$ cat config.mk
export PLATFORM = sky130hd
export DESIGN_NAME = hazard_fwd_ctrl
export DESIGN_NICKNAME = d
export VERILOG_FILES = /design/src/rtl/hazard_fwd_ctrl.sv
export SDC_FILE = /design/constraint.sdc
export NUM_CORES = 1
export LEC_CHECK = 0
export ABC_AREA = 1
export BUFFER_PORTS_ARGS = -buffer_cell sky130_fd_sc_hd__buf_2
export CORE_UTILIZATION = 43
export DETAILED_ROUTE_END_ITERATION = 7
export MAX_ROUTING_LAYER = met4
export PLACE_DENSITY = 0.95
export SLEW_MARGIN = 40
export SYNTH_ARGS = -nofsm -noshare
export SYNTH_HDL_FRONTEND = slang
export SYNTH_SLANG_ARGS = --single-unit
$ cat constraint.sdc
create_clock -name vclk -period 2
set_input_delay 0 -clock vclk [all_inputs]
set_output_delay 0 -clock vclk [all_outputs]
set_load 0.03 [all_outputs]
$ cat src/rtl/hazard_fwd_ctrl.sv
module hazard_fwd_ctrl #(
  parameter int RW = 5
) (
  input  logic [RW-1:0] ex_rs1,
  input  logic [RW-1:0] ex_rs2,
  input  logic          ex_we,
  input  logic          ex_memwr,
  input  logic [RW-1:0] id_rs1,
  input  logic [RW-1:0] id_rs2,
  input  logic [RW-1:0] mem_rd,
  input  logic          mem_we,
  input  logic          mem_load,
  input  logic [RW-1:0] wb_rd,
  input  logic          wb_we,
  input  logic          br_taken,
  output logic [1:0]    fwd_a,
  output logic [1:0]    fwd_b,
  output logic          byp_a,
  output logic          byp_b,
  output logic          hold_if,
  output logic          hold_id,
  output logic          hold_ex,
  output logic          kill_id,
  output logic          kill_ex,
  output logic          kill_mem,
  output logic          nxt_we,
  output logic          nxt_memwr
);
  localparam logic [RW-1:0] ZERO = '0;
  localparam logic [1:0] SEL_RF = 2'b00, SEL_MEM = 2'b01, SEL_WB = 2'b10;

  logic mem_alu_wr, mem_ld_wr, wb_wr;
  logic mem_a, mem_b, wb_a, wb_b, ld_use;

  assign mem_alu_wr = mem_we && !mem_load && mem_rd != ZERO;
  assign mem_ld_wr  = mem_we && mem_load && mem_rd != ZERO;
  assign wb_wr      = wb_we && wb_rd != ZERO;

  assign mem_a = mem_alu_wr && mem_rd == ex_rs1;
  assign mem_b = mem_alu_wr && mem_rd == ex_rs2;
  assign wb_a  = wb_wr && wb_rd == ex_rs1;
  assign wb_b  = wb_wr && wb_rd == ex_rs2;

  assign fwd_a = mem_a ? SEL_MEM : (wb_a ? SEL_WB : SEL_RF);
  assign fwd_b = mem_b ? SEL_MEM : (wb_b ? SEL_WB : SEL_RF);

  assign byp_a = wb_wr && wb_rd == id_rs1;
  assign byp_b = wb_wr && wb_rd == id_rs2;

  assign ld_use = mem_ld_wr && (mem_rd == ex_rs1 || mem_rd == ex_rs2);

  assign hold_if  = ld_use && !br_taken;
  assign hold_id  = hold_if;
  assign hold_ex  = hold_if;
  assign kill_id  = br_taken;
  assign kill_ex  = br_taken;
  assign kill_mem = br_taken || ld_use;

  assign nxt_we    = ex_we && !kill_mem;
  assign nxt_memwr = ex_memwr && !kill_mem;
endmodule

## Word level (Yosys, flattened, before mapping)

Index checks and enable logic that the tools add are counted.

| word-level totals | value |
|---|---|
| flip-flop bits (word level) | 0 |
| input bits | 36 |
| word-level logic and storage cells | 32 |
| output and inout bits | 14 |

| operators by class | value |
|---|---|
| multiplexer cells | 4 |
| equal/unequal tests | 6 |
| reduce and logical (&&, ||, !) cells | 22 |

Operator list:

| operator | count |
|---|---|
| equality test 5 bit | 6 |
| logical AND 1 bit | 15 |
| nonzero test 5 bit | 2 |
| two-way mux 2 bit | 4 |
| logical NOT 1 bit | 3 |
| logical OR 1 bit | 2 |

## Depth between registers and ports, before layout

Gate-level depths: netlist of run 1.

| logic depth | value |
|---|---|
| depth after elaboration | 6 |
| gate-level depth with buffers | 9 |
| depth with buffers taken out | 9 |

## Worst setup path before layout of run 1

Ideal clock, no wire load.

| timing path | value |
|---|---|
| path type | in2out |
| start | in wb_rd[3] |
| end | out byp_a |
| buffers on the path | 1 |
| arrival time | 1.303 ns |
| path slack | 0.697 ns |
| stages | 3 |
| data required time | 2.000 ns |
| path through | buf_2 > xor2_1 > nor4_1 |

| between the ends | value |
|---|---|
| word-level cells in the longest chain between the ends | 3 |
| elaborated cells between the ends (all ways) | 4 |
| classes of those cells | eq/ne (1); reduce/logical (3) |

RTL lines:

| element | RTL line | source |
|---|---|---|
| start: declaration | 13 | `input logic [RW-1:0] wb_rd,` |
| nonzero test 5 bit | 37 | `assign wb_wr = wb_we && wb_rd != ZERO;` |
| logical AND 1 bit | 37 |  |
| logical AND 1 bit (*) | 47 | `assign byp_a = wb_wr && wb_rd == id_rs1;` |
| end: declaration | 18 | `output logic byp_a,` |

Mark *: on every way between the ends. The rest lies on a longest branch, timed or not.

## Worst setup path after layout of run 1

| timing path | value |
|---|---|
| start | in mem_rd[4] |
| end | out nxt_we |

| between the ends | value |
|---|---|
| word-level cells in the longest chain between the ends | 6 |
| elaborated cells between the ends (all ways) | 9 |
| classes of those cells | eq/ne (2); reduce/logical (7) |

RTL lines:

| element | RTL line | source |
|---|---|---|
| start: declaration | 10 | `input logic [RW-1:0] mem_rd,` |
| equality test 5 bit / nonzero test 5 bit (equally long branches) | 50, 36 |  |
| logical OR 1 bit / logical AND 1 bit (equally long branches) | 50, 36 |  |
| logical AND 1 bit (*) | 50 | `assign ld_use = mem_ld_wr && (mem_rd == ex_rs1 \|\| mem_rd == ex_rs2);` |
| logical OR 1 bit (*) | 57 | `assign kill_mem = br_taken \|\| ld_use;` |
| logical NOT 1 bit (*) | 59 | `assign nxt_we = ex_we && !kill_mem;` |
| logical AND 1 bit (*) | 59 |  |
| end: declaration | 26 | `output logic nxt_we,` |

Marked as above.

==> results of run 1 <==
==> area by class of cell <==
class | instances | share of cell area (%)
Inverter | 18 | 8.780
Tap cell | 14 | 2.276
Multi-Input combinational cell | 78 | 56.42
Timing Repair Buffer | 50 | 32.52
==> report_power, final <==
part           internal, W  total, W  switching [W]
clock                    0         0              0
combinational    0.0000712  0.000162      0.0000907
sequential               0         0              0
==> cells in the mapped netlist <==
cell | instances | share of area [%]
sky130_fd_sc_hd__nand3b_1 | 1 | 1.3
sky130_fd_sc_hd__xor2_1 | 10 | 15
sky130_fd_sc_hd__nor2_1 | 12 | 7.9
sky130_fd_sc_hd__nand4_1 | 2 | 2.2
sky130_fd_sc_hd__nor4_1 | 2 | 2.2
sky130_fd_sc_hd__nor3_1 | 4 | 3.5
sky130_fd_sc_hd__buf_2 | 5 | 4.4
sky130_fd_sc_hd__buf_4 | 6 | 7.9
sky130_fd_sc_hd__inv_1 | 18 | 12
sky130_fd_sc_hd__xnor2_1 | 12 | 18
sky130_fd_sc_hd__nand2_1 | 27 | 18
sky130_fd_sc_hd__nand2_2 | 2 | 2.2
sky130_fd_sc_hd__nand3_1 | 6 | 5.3
==> final timing paths <==
| path | start | to | slack (ns) |
|---|---|---|---|
| min | br_taken | kill_id | 0.29 |
| max | mem_rd[4] | nxt_we | 0.90 |
==> through the flow <==
step / worst slack (ns) / power, W
floorplan: 0.6967 / 0.0001031
global placement: 1.029 / 0.0001557
detailed placement: 0.9384 / 0.0001608
CTS: 0.9337 / 0.0001614
global route: 0.8042 / 0.0001790
finish: 0.9022 / 0.0001619
==> metal layers <==
metal	part of all wire, %	track usage, %	vias up
li1	-	-	392
met1	42	28.42	322
met2	52	47.03	24
met3	5.3	0	2
met4	0.50	0	0
met5	0	-	-
==> logic make-up after synthesis <==
kind of cell | count (synthesis)
simple gates | 56
xor+xnor | 22
buf+inv | 29
==> results list, run 1 <==
- Critical setup path kind: in -> out
- Distinct cell type count after synthesis: 13
* Final #Nets: 184
- Hold timing on the final database bottoms out at a slack of ~0.29 ns.
- The final layout contains a sequential cell count of 0.
- Grt total ovfl: 0
* Starting DRC count in detailed routing: 20
- Area of the mapped netlist: approximately 570 um2
* Cell at the slowest stage of the critical path: sky130_fd_sc_hd__nor3_1
- Setup repair after global routing left no endpoint under its margin.
- The tightest min-delay check is of the in -> out type.
- STA classifies the critical path endpoint as an output port.
- In the finished design, the share of the clock period the worst path needs comes to 54.89%.
* Result of the run: completed
- The die covers 0.001480 mm2.
- Remaining antenna violation count: 0
- Once layout is complete, the cells apart from fillers number between 150 and 200.
- First-pass GRT wire length: about 2.6 mm
- Worst-Margin Slew: 0.2301 ns
- Min Tclk post-route: approximately 1.1 ns
- DP HPWL: roughly 1.5 mm
* Largest stage delay on the critical path: between 0.2 and 0.25 ns
- Final std cell area, no fill: 769.5 um2
- After detailed routing, the number of remaining DRC violations is 0.
- The worst hold path passes through 2 cells.
- By area, the combinational part of the netlist is dominated by simple AND/OR/NAND/NOR gates.
- Most common cell after layout, fill and taps aside: sky130_fd_sc_hd__buf_2
- GRT Resource Usage Total: a little under a quarter
* Post-synthesis xor/xnor area fraction: around a third
- Multi-input gate area: about 430 um2
- Number of setup violations in the final report: 0
- Final estimated routing congestion in global placement: between 0.7 and 0.8
* Complex-gate fraction of the synthesized area: 0%
- The worst setup path is launched from an input port.
* Io pins: 50
- Summing the areas of all fa, ha and maj instances in the mapped netlist gives 0% of the synthesized area.
- Chain of cells forming the critical path: buf_2 -> nor3_1 -> nand3_1 -> nand3_1 -> inv_1 -> nand2_2 -> nand2_2 -> nor2_1 -> buf_2
- Derived from the worst setup path, the maximum achievable clock frequency is between 900 and 1000 MHz.
- The share of the Yosys chip area taken by registers is 0%.
- Max-cap violations in this run came to 0.
* Simple-gate portion of the synthesized area: a little over two fifths
- Instance count after placement with tap cells included: 160
* Arrival time of the worst setup path: 1.10 ns
- After clock tree synthesis, the repair step resized 0 gates.
- IR analysis of the VDD net gives a maximum drop of 0.09661 mV.
* Number of rows created at floorplan: 12
- Quantity of hold-fixing buffers added after cts: 0
* Y dimension of the die: about 38 um
- Syn Nets: 143
* Ratio of total power to cell area: roughly 210 mW/mm2
- Mux contribution to synthesized area: 0%
* Number of global-route vias before repair: roughly 630
- In this run the static leakage power is approximately 0.50 nW.
- Placed instance area: between 700 and 800 um2
* Vias per std cell: 4.625
- In this run the mean area of a mapped cell was roughly 5.3 um2.
- Buffers placed on the I/O ports in this run total 50.
- The core region is 0.001171 mm2.
* Accumulated negative setup slack: 0 ns
* Share of layout cells above drive strength 1: between 30% and 40%
- Entering global routing, the biggest net connects 6 pins.
- Area taken by flip-flops and latches: 0 um2
* Post-layout utilization of the core: 65.71%
- Average routed wire per standard cell: just over 10 um
* Number of detailed-routing iterations run before antenna repair: 4
- Post-synthesis instance total: around 110
- Critical path's top delay family: simple AND/OR/NAND/NOR gates
- Critical path fanouts, max: 4
- Worst path buffer plus inverter count: 3
- The number of antenna diodes in the final layout is 0.
* CLK BUF: 0
- Overall via count from detail_route: between 700 and 800
- Synthesis warning total: 0
* Area Overhead vs Synth: 34.57%
* Antenna violations before repair: 0
* Final slew viol count: 0
- Die width: approximately 38 um
- Headroom to the max-slew limit came out at around 85%.
- After filler insertion, the fill cell instance count of the layout stands at between 100 and 150.
* Commonest cells after routing, fill and taps aside: sky130_fd_sc_hd__buf_2, sky130_fd_sc_hd__nand2_1, sky130_fd_sc_hd__inv_1
- Drt total wl: about 1.6 mm
* Required time worst endpoint: about 2.0 ns
* Number of cells on the critical path: 9
* Final number of hold-violating endpoints: 0
- Starting Density: 48.82%
- # Post-CTS Setup Buffers: 0
Note: power is estimated with default switching activity, not from simulation.
==> inputs of run 2 (changes only) <==
--- a/config.mk
+++ b/config.mk
@@ -7,10 +7,10 @@
 export LEC_CHECK = 0
 export ABC_AREA = 1
 export BUFFER_PORTS_ARGS = -buffer_cell sky130_fd_sc_hd__buf_2
-export CORE_UTILIZATION = 43
+export CORE_UTILIZATION = 40
 export DETAILED_ROUTE_END_ITERATION = 7
 export MAX_ROUTING_LAYER = met4
-export PLACE_DENSITY = 0.95
+export PLACE_DENSITY = 0.93
 export SLEW_MARGIN = 40
 export SYNTH_ARGS = -nofsm -noshare
 export SYNTH_HDL_FRONTEND = slang
==> constraint.sdc (replaced) <==
create_clock -name vclk -period 1.1
set_input_delay 0 -clock vclk [all_inputs]
set_output_delay 0 -clock vclk [all_outputs]
set_load 0.03 [all_outputs]
==> results list, run 2 (synthesized netlist as in run 1, its figures left out) <==
* CP startpoint kind: input port
- The final number of setup-violating endpoints is 0 (unchanged).
- The aggregate global routing overflow was 0 (unchanged).
* Max-Cap Viols: 0 (unchanged)
- From synthesis to final layout, the design area changed by 38.73%.
- Commonest cells after routing, fill and taps aside: sky130_fd_sc_hd__buf_2, sky130_fd_sc_hd__nand2_1, sky130_fd_sc_hd__inv_1
- Among all stages on the critical path, the largest delay is contributed by sky130_fd_sc_hd__nor3_1.
- Hold Path Class: in -> out
- The number of hold-repair buffers added at the cts stage was 0 (unchanged).
- Final number of hold-violating endpoints: 0 (unchanged)
- DP HPWL: 1.439 mm (-1.2%)
- Met3 routed WL: 116 um (+36%)
- The maximum number of pins on one net before global-route repair came to 6 (unchanged).
* Total of fill cells in the finished design: 137 (+13%)
* Area taken by flip-flops and latches: 0 um2 (unchanged)
- Min Tclk post-route: around 1.0 ns
- The share of final-layout standard cells stronger than drive strength 1 came to 37.67% (+2.1 points).
- Vias per std cell: 4.752 (+2.7%)
- The reported leakage power is 0.5052 nW (about the same).
* Critical setup path kind: in -> out
* GRT Resource Usage Total: 22.14% (-1.6 points)
- Average routed wire per standard cell: 9.602 um (-4.9%)
- Starting Density: 43.40% (-5.4 points)
* Arrival time of the worst setup path: 1.01 ns (-0.09 ns)
- Top metal layer carrying routed signals: met4
- The count of TritonRoute iterations in the first routing pass came to 4 (unchanged).
- Period Utilization, post-route: roughly nine tenths
* Worst-Margin Slew: 0.1930 ns (-0.03713 ns)
* Slew Limit Headroom: 87.04% (+2.5 points)
* Starting DRC count in detailed routing: 15 (-25%)
- The total via count after detailed routing was 765 (+3.4%).
- Based on the critical path, the design can be clocked at up to 989.8 MHz.
* Io pins: 50 (unchanged)
- The number of routed nets with antenna violations is 0 (unchanged).
- The critical-path maximum fanout is 4 (unchanged).
* Final slew viol count: 0 (unchanged)
* Die area: 0.001585 mm2 (+7.1%)
- The via count of the first global-routing pass was 683 (+8.2%).
- Final std cell area, no fill: 793.3 um2 (+3.1%)
* Most common cell after layout, fill and taps aside: sky130_fd_sc_hd__buf_2
* Ant. Diodes: 0 (unchanged)
* Metal1 wirelength: 554 um (-19%)
- Required time worst endpoint: 1.10 ns (-0.90 ns)
* Drt total wl: 1.546 mm (-4.3%)
* Total number of sequential cells: 0 (unchanged)
* Largest stage delay on the critical path: 0.21 ns (-0.02 ns)
- Ratio of total power to cell area: 381.5 mW/mm2 (+81%)
- The share of the core filled with cells was 60.21% (-5.5 points).
- Chain of cells forming the critical path: buf_2 -> nor3_1 -> nand3_1 -> nand3_1 -> inv_1 -> nand2_2 -> nand2_2 -> nor2_1 -> clkbuf_4
- Count of port buffers added during placement: 50 (unchanged)
- The largest voltage drop on the vdd net came to 0.2061 mV (+110%).
- The initial antenna violation count is 0 (unchanged).
- Nature of the critical path endpoint: output port
- Final #Nets: 184 (unchanged)
* First-pass GRT wire length: 2.442 mm (-4.6%)
- DRC violation count after routing: 0 (unchanged)
- Placed instance area: 785.8 um2 (+2.1%)
* Final estimated routing congestion in global placement: 0.8684 (+18%)
* Standard cell core area: 0.001318 mm2 (+13%)
- The vertical die dimension is 39.81 um (+3.5%).
- Setup repair after global routing could not meet its margin everywhere.
- The width of the die came to 39.81 um (+3.5%).
- The amount of wire on met2 after detailed routing is 857 um (+2.5%).
- The flow ran to the end, and the final reports show no timing, DRC or antenna violations.
- Number of rows created at floorplan: 13 (+1)
- CLK BUF: 0 (unchanged)
[run 2: path summary, 6_finish.rpt]
path,startpoint,depth (start not counted),end
setup / recovery,mem_rd[4],9,nxt_memwr
hold / removal,br_taken,2,kill_ex
[run 2: power breakdown]
part / switching [W] / total, W / internal [W] / leakage [nW]
clock: 0 / 0 / 0 / 0
sequential: 0 / 0 / 0 / 0
combinational: 0.000170 / 0.000303 / 0.000133 / 0.505
total: 0.000170 / 0.000303 / 0.000133 / 0.505
[run 2: per-layer routing]
layer	GRT usage (%)	vias to the layer above
met1	19.41	328
met4	6.034	0
li1	-	391
met5	-	-
met2	47.95	43
met3	1.705	3
[run 2: layout make-up]
cell class         instances  area (um2)  share of cell area, %
multi-input cells         78       449.2                  56.62
repair buffers            50       257.7                  32.49
inverters                 18       67.56                  8.517
well taps                 15       18.77                  2.366
[run 2: repair_timing]
| action | in CTS | in global routing |
|---|---|---|
| setup endpoints to repair | 0 | 5 |
| setup buffers | 0 | 0 |
| resized for setup | 0 | 5 |
[run 2: stage by stage]
stage               total power [W]  setup TNS, ns  std cells  setup slack, ns  hold WS, ns
floorplan                 0.0001927              0        107          0.07470      0.07121
finish                    0.0003027              0        161          0.08971       0.2955
detailed placement        0.0003006              0        161          0.07871       0.2955
global route              0.0003352       -0.05261        161         -0.02264       0.3090
CTS                       0.0003014              0        161          0.07967       0.2957
global placement          0.0002877              0        161           0.1691       0.2936
[run 2: worst max-delay path, delay by kind of cell]
family | cells | cell delay, ns
buffers and inverters | 3 | 0.36
and+or+nand+nor | 6 | 0.65
